**src/rtl/hws_pkg.sv**
```systemverilog
// Package: shared state encoding of the halt/wakeup sequencer.
// Assumes nothing beyond a two-bit state register.
package hws_pkg;
    typedef enum logic [1:0] {
        HWS_RUN    = 2'd0,
        HWS_HALTED = 2'd1,
        HWS_STAB   = 2'd2
    } hws_state_t;
endpackage

```
**src/rtl/hws_rise_det.sv**
```systemverilog
// Rising-edge detector for a pin level that is already synchronous to clk.
// The previous level resets to 1, so a pin that is high out of reset
// does not produce a false edge.
module hws_rise_det (
    input  logic clk,
    input  logic rst_n,
    input  logic pin,
    output logic rise
);
    logic prev_q;

    // Purpose: remember the pin level of the previous cycle.
    always_ff @(posedge clk) begin
        if (!rst_n) prev_q <= 1'b1;
        else        prev_q <= pin;
    end

    // Purpose: flag a 0-to-1 change of the pin.
    always_comb rise = pin & ~prev_q;
endmodule

```
**src/rtl/hws_prescale.sv**
```systemverilog
// Divide-by-DIV tick generator. While run is low it holds its count at 0,
// so the first tick comes DIV cycles after run rises.
// Assumes DIV >= 2.
module hws_prescale #(
    parameter int DIV = 10
) (
    input  logic clk,
    input  logic rst_n,
    input  logic run,
    output logic tick
);
    localparam int W = $clog2(DIV);
    localparam logic [W-1:0] LAST = W'(DIV - 1);

    logic [W-1:0] cnt_q;

    // Purpose: cycle count within one divided period.
    always_ff @(posedge clk) begin
        if (!rst_n || !run)   cnt_q <= '0;
        else if (cnt_q == LAST) cnt_q <= '0;
        else                  cnt_q <= cnt_q + 1'b1;
    end

    // Purpose: one-cycle pulse at the end of each divided period.
    always_comb tick = run && (cnt_q == LAST);
endmodule

```
**src/rtl/hws_stab_cnt.sv**
```systemverilog
// Stabilization down-counter. It is loaded with STAB_COUNT and counts one
// step per tick. done pulses on the tick that would take it from 1 to 0.
// Assumes STAB_COUNT >= 1.
module hws_stab_cnt #(
    parameter int STAB_COUNT = 256
) (
    input  logic clk,
    input  logic rst_n,
    input  logic load,
    input  logic tick,
    output logic done
);
    localparam int W = $clog2(STAB_COUNT + 1);
    localparam logic [W-1:0] INIT = W'(STAB_COUNT);

    logic [W-1:0] cnt_q;

    // Purpose: hold the number of ticks still to wait.
    always_ff @(posedge clk) begin
        if (!rst_n)                   cnt_q <= '0;
        else if (load)                cnt_q <= INIT;
        else if (tick && cnt_q != '0) cnt_q <= cnt_q - 1'b1;
    end

    // Purpose: signal expiry on the final tick.
    always_comb done = tick && (cnt_q == W'(1));
endmodule

```
**src/rtl/halt_wake_seq.sv**
```systemverilog
// Halt mode wakeup sequencer, top level.
// It gates the core clock enable while halted. It accepts a wakeup strobe,
// or a clock-out pin rising edge when the board uses an RC oscillator.
// It can then hold the clocks off for DIV*STAB_COUNT cycles while the
// oscillator settles. Reset is synchronous, active low, and is the third
// wakeup source. Assumes all inputs are synchronous to clk.
module halt_wake_seq #(
    parameter int DIV        = 10,
    parameter int STAB_COUNT = 256
) (
    input  logic clk,
    input  logic rst_n,
    input  logic halt_wr,
    input  logic halt_wr_data,
    input  logic mi_wake,
    input  logic ck_pin,
    input  logic osc_is_rc,
    input  logic halt_dis,
    input  logic dly_wr,
    input  logic dly_wdata,
    output logic core_clk_en,
    output logic halt_flag
);
    import hws_pkg::*;

    hws_state_t st_q, st_nx;
    logic       dly_q;
    logic       pin_rise;
    logic       tick;
    logic       stab_done;
    logic       stab_load;
    logic       wake;
    logic       need_dly;

    // Purpose: software-visible delay-enable bit, cleared by reset.
    always_ff @(posedge clk) begin
        if (!rst_n)      dly_q <= 1'b0;
        else if (dly_wr) dly_q <= dly_wdata;
    end

    hws_rise_det u_rise (
        .clk  (clk),
        .rst_n(rst_n),
        .pin  (ck_pin),
        .rise (pin_rise)
    );

    hws_prescale #(.DIV(DIV)) u_div (
        .clk  (clk),
        .rst_n(rst_n),
        .run  (st_q == HWS_STAB),
        .tick (tick)
    );

    hws_stab_cnt #(.STAB_COUNT(STAB_COUNT)) u_stab (
        .clk  (clk),
        .rst_n(rst_n),
        .load (stab_load),
        .tick (tick),
        .done (stab_done)
    );

    // Purpose: decide which wakeups count and whether settling is needed.
    always_comb begin
        wake     = mi_wake | (pin_rise & osc_is_rc);
        need_dly = ~osc_is_rc | dly_q;
    end

    // Purpose: next-state logic of the power-state machine.
    always_comb begin
        st_nx     = st_q;
        stab_load = 1'b0;
        case (st_q)
            HWS_RUN: begin
                if (halt_wr && halt_wr_data && !halt_dis) st_nx = HWS_HALTED;
            end
            HWS_HALTED: begin
                if (wake) begin
                    if (need_dly) begin
                        st_nx     = HWS_STAB;
                        stab_load = 1'b1;
                    end else begin
                        st_nx = HWS_RUN;
                    end
                end
            end
            HWS_STAB: begin
                if (stab_done) st_nx = HWS_RUN;
            end
            default: st_nx = HWS_RUN;
        endcase
    end

    // Purpose: state register; reset always lands in RUN.
    always_ff @(posedge clk) begin
        if (!rst_n) st_q <= HWS_RUN;
        else        st_q <= st_nx;
    end

    // Purpose: drive the outputs from the state.
    always_comb begin
        core_clk_en = (st_q == HWS_RUN);
        halt_flag   = (st_q == HWS_HALTED);
    end
endmodule

```
**config.mk**
```make
export PLATFORM = sky130hd
export DESIGN_NAME = halt_wake_seq
export DESIGN_NICKNAME = d
export VERILOG_FILES = /design/src/rtl/hws_pkg.sv /design/src/rtl/hws_rise_det.sv /design/src/rtl/hws_prescale.sv /design/src/rtl/hws_stab_cnt.sv /design/src/rtl/halt_wake_seq.sv
export SDC_FILE = /design/constraint.sdc
export NUM_CORES = 1
export LEC_CHECK = 0
export ABC_CLOCK_PERIOD_IN_PS = 2009
export BUFFER_PORTS_ARGS = -buffer_cell sky130_fd_sc_hd__buf_2
export CAP_MARGIN = 15
export CORE_MARGIN = 2
export CORE_UTILIZATION = 54
export DETAILED_ROUTE_END_ITERATION = 10
export PLACE_DENSITY = 0.76
export SLEW_MARGIN = 10
export SYNTH_ARGS = -nofsm -noshare
export SYNTH_HDL_FRONTEND = slang
export SYNTH_SLANG_ARGS = --single-unit
```
**constraint.sdc**
```tcl
create_clock -name clk -period 2.01 [get_ports clk]
set_input_delay 0.1005 -clock clk [delete_from_list [all_inputs] [get_ports clk]]
set_output_delay 0.1005 -clock clk [all_outputs]
set_load 0.1 [all_outputs]
```
==> key figures <==
Setup path
  • Top cell by count, worst path: inv_1
  • Crit path max-delay cell type: or4b_1
  • Crit start category: flop
  • Reg2reg end: u_stab.cnt_q[4]$_SDFFE_PP0P_
  • Delay-heaviest family, CP: simple AND/OR/NAND/NOR gates
  • Critical Path Sink Type: flop
  • Bufs and invs on worst path: 2
  • Slowest stage delay, CP: just over 500 ps
  • Reg-to-reg critical path startpoint: u_stab.cnt_q[0]$_SDFFE_PP0P_
  • Critical-path cell list: inv_1, ha_1, inv_1, or3_2, or4b_1, a21oi_1
  • Required time worst endpoint: roughly 2200 ps
  • R2R depth: 6
  • Worst EP arrival: between 2000 and 2500 ps
  • Worst Path Max Fanout: 4
  • CP Launch Point: u_stab.cnt_q[0]$_SDFFE_PP0P_
  • R2R Setup Slk: between 150 and 200 ps
  • Crit Path Category: reg -> reg

Detailed routing
  • Met3 WL: roughly 59 um
  • Drt pass-1 iters: 4
  • Routed WL: roughly 1600 um
  • Residual DRC count: 0
  • DR WL/cell: approximately 13 um
  • M1 wire length: about 740 um
  • Antenna Nets Post-Route: 0
  • Wire length on met2: between 700 and 800 um
  • Vias: 720
  • Top sig layer: met4
  • 1st-iter DRT viols: 9
  • Post-DR vias/cell: between 5 and 6

Clock tree
  • Clock sink count: 17
  • CTS Buf Count: 3
  • Hold buffer count at cts: 0
  • Post-CTS setup buffer count: 0
  • CTS tree: built
  • # resized after CTS: 0
  • CTS clk-pin slew, worst paths: 90 ps
  • Root Buffer: clkbuf_4
  • Clock tree buffer depth: 2
  • Worst skew pair latency: between 200 and 300 ps
  • H-tree levels: 1

GRT
  • First-pass GRT wire length: 2740 um
  • Initial antenna violation count: 0
  • Total track usage: about a fifth
  • Vias in the first global route: roughly 680
  • Largest net degree at the start of global routing: 14
  • Grt total ovfl: 0

Timing
  • Final Slew Violations: 0
  • Fmax: 0.544 GHz
  • Worst slew margin: between 60 and 70%
  • RSZ-0062 raised after global routing: false
  • Final setup violating endpoints: 0
  • Hold WS: roughly 15 ps
  • Total Neg Setup Slack: 0 ps
  • Final Hold Vio Count: 0
  • Min Tclk post-route: between 1500 and 2000 ps
  • Clock Skew: 4.58 ps
  • Final worst slack: around 170 ps
  • Worst slew pin tran: 487 ps
  • Period utilisation layout: between 90% and 100%

Synth
  • Yosys top cell by area: dfxtp_1
  • Net Count, Synth: around 110
  • Synth warnings: 0
  • #FFs+latches synth: 17
  • Seq/Total Area, Yosys: 38.9%
  • Xor and xnor area share after synthesis: ~2%
  • Synthesized area per cell: 9.30 um2
  • Synth Area in Compound Gates: 13.7%
  • Synthesized area: approximately 870 um2
  • Synth Area in Simple Gates: a little under a third
  • EDFF count, synth: 0
  • Largest family of logic cells by synthesized area: simple AND/OR/NAND/NOR gates
  • Top cells by area, synth: dfxtp_1 39%, ha_1 7.2%, a21oi_1 5.2%
  • Fraction of registers with async set/reset: 0%
  • Post-synth top area share: 38.9%
  • Post-Synth Adder-Cell Area: approximately 7%
  • Distinct cells, synth: 34
  • Post-Synthesis Cells: 94
  • Top FF cell, synth: dfxtp_1
  • Post-synthesis mux area share: between 3 and 4%

Hold path
  • Hold Startpoint: ck_pin
  • Hold Path Stages: 2
  • Hold EP: u_rise.prev_q$_SDFF_PN1_
  • Hold Path Class: in -> reg

Cells and area
  • Fill cells: approximately 140
  • Final Util: between 60% and 70%
  • Final std cells w/o fill: approximately 120
  • Final net count: approximately 120
  • N_diodes: 0
  • Fin area: roughly 970 um2
  • Area Growth Syn to Fin: 10.7%
  • Layout cells sized above 1: around 21%

Placement
  • Post-place setup slack: ~190 ps
  • DP Cell Count: approximately 120
  • Post-DP Area: about 940 um2
  • Hpwl dp: 1170 um
  • IO Port Bufs: 11
  • Placer Congestion: ~0.79

Die
  • Starting density of the core: between 50% and 60%
  • Die area: 0.00196 mm2
  • Num rows: 14
  • Core area: 0.00151 mm2
  • IO Count: 12
  • Die width: roughly 44 um
  • Die Span Y: 44.2 um

Status
  • Status: completed

Pwr
  • Pleak: around 0.37 nW
  • Final total power: about 570 uW
  • Power Dens Cells: roughly 590 mW/mm2
  • Max VDD drop: around 0.35 mV

Run
  • Max-cap violations: 0
[cells in the mapped netlist, types with 3 or more instances]
| master | count |
|---|---|
| dfxtp_1 | 17 |
| nor2_1 | 10 |
| a21oi_1 | 9 |
| inv_1 | 6 |
| ha_1 | 5 |
| nand3_1 | 4 |
| o31ai_1 | 4 |
| mux2i_1 | 3 |
| or3_2 | 3 |
[cells in the final DEF (no fill, tap or decap), types with 2 or more instances in the layout]
cell      instances
nand3_1           4
clkbuf_4          3
buf_2            11
or4_2             2
nor2_1           10
nor4_1            2
dfxtp_1          17
nand3b_1          2
o41ai_1           2
a21oi_1           9
inv_1             6
or3_2             3
or4_1             2
ha_1              5
mux2i_1           3
and3b_1           2
o31ai_1           4
nand2b_1          2
[final cells by class]
class / instances / area, um2 / area share, %
flip-flops and latches: 17 / 340 / 35.1
well taps: 16 / 20.0 / 2.07
repair buffers: 11 / 55.1 / 5.68
clock buffers: 4 / 26.3 / 2.71
inverters: 6 / 22.5 / 2.33
multi-input cells: 69 / 504 / 52.1
[per-layer routing]
metal,global-route usage (%),up-vias
met5,0,-
met4,10.9,0
met3,2.45,4
met2,31.2,13
met1,23.9,329
li1,-,374
[how the worst max path moves through the flow]
stage	endpoint	slack (ps)	cells after the start
floorplan	core_clk_en	290	1
global placement	u_stab.cnt_q[4]$_SDFFE_PP0P_	260	6
detailed placement	u_stab.cnt_q[4]$_SDFFE_PP0P_	190	6
CTS	u_stab.cnt_q[4]$_SDFFE_PP0P_	160	6
global route	u_stab.cnt_q[4]$_SDFFE_PP0P_	60	6
finish	u_stab.cnt_q[4]$_SDFFE_PP0P_	170	6
[sequential cells by signal (all words and copies together) (netlist names)]
name / flops
dly_q: 1
u_div.cnt_q: 4
u_rise.prev_q: 1
st_q: 2
u_stab.cnt_q: 9
[cell families (layout without fill, tap and decap cells)]
| kind of cell | Yosys count | count (layout) |
|---|---|---|
| AOI/OAI and AO/OA | 19 | 19 |
| buffers and inverters | 8 | 21 |
| xor gates and xnor gates | 2 | 2 |
| DFF | 17 | 17 |
| muxes | 3 | 3 |
| adders and majority gates | 5 | 5 |
| and+or+nand+nor | 40 | 40 |
[power breakdown]
| part | switching [mW] | total [mW] | internal, mW | leakage [nW] |
|---|---|---|---|---|
| clock network | 0.101 | 0.178 | 0.0771 | 0.0150 |
| registers | 0.00285 | 0.343 | 0.341 | 0.138 |
| logic | 0.0301 | 0.0460 | 0.0159 | 0.221 |
| total | 0.134 | 0.567 | 0.434 | 0.373 |
Note: power is estimated with default switching activity, not from simulation.
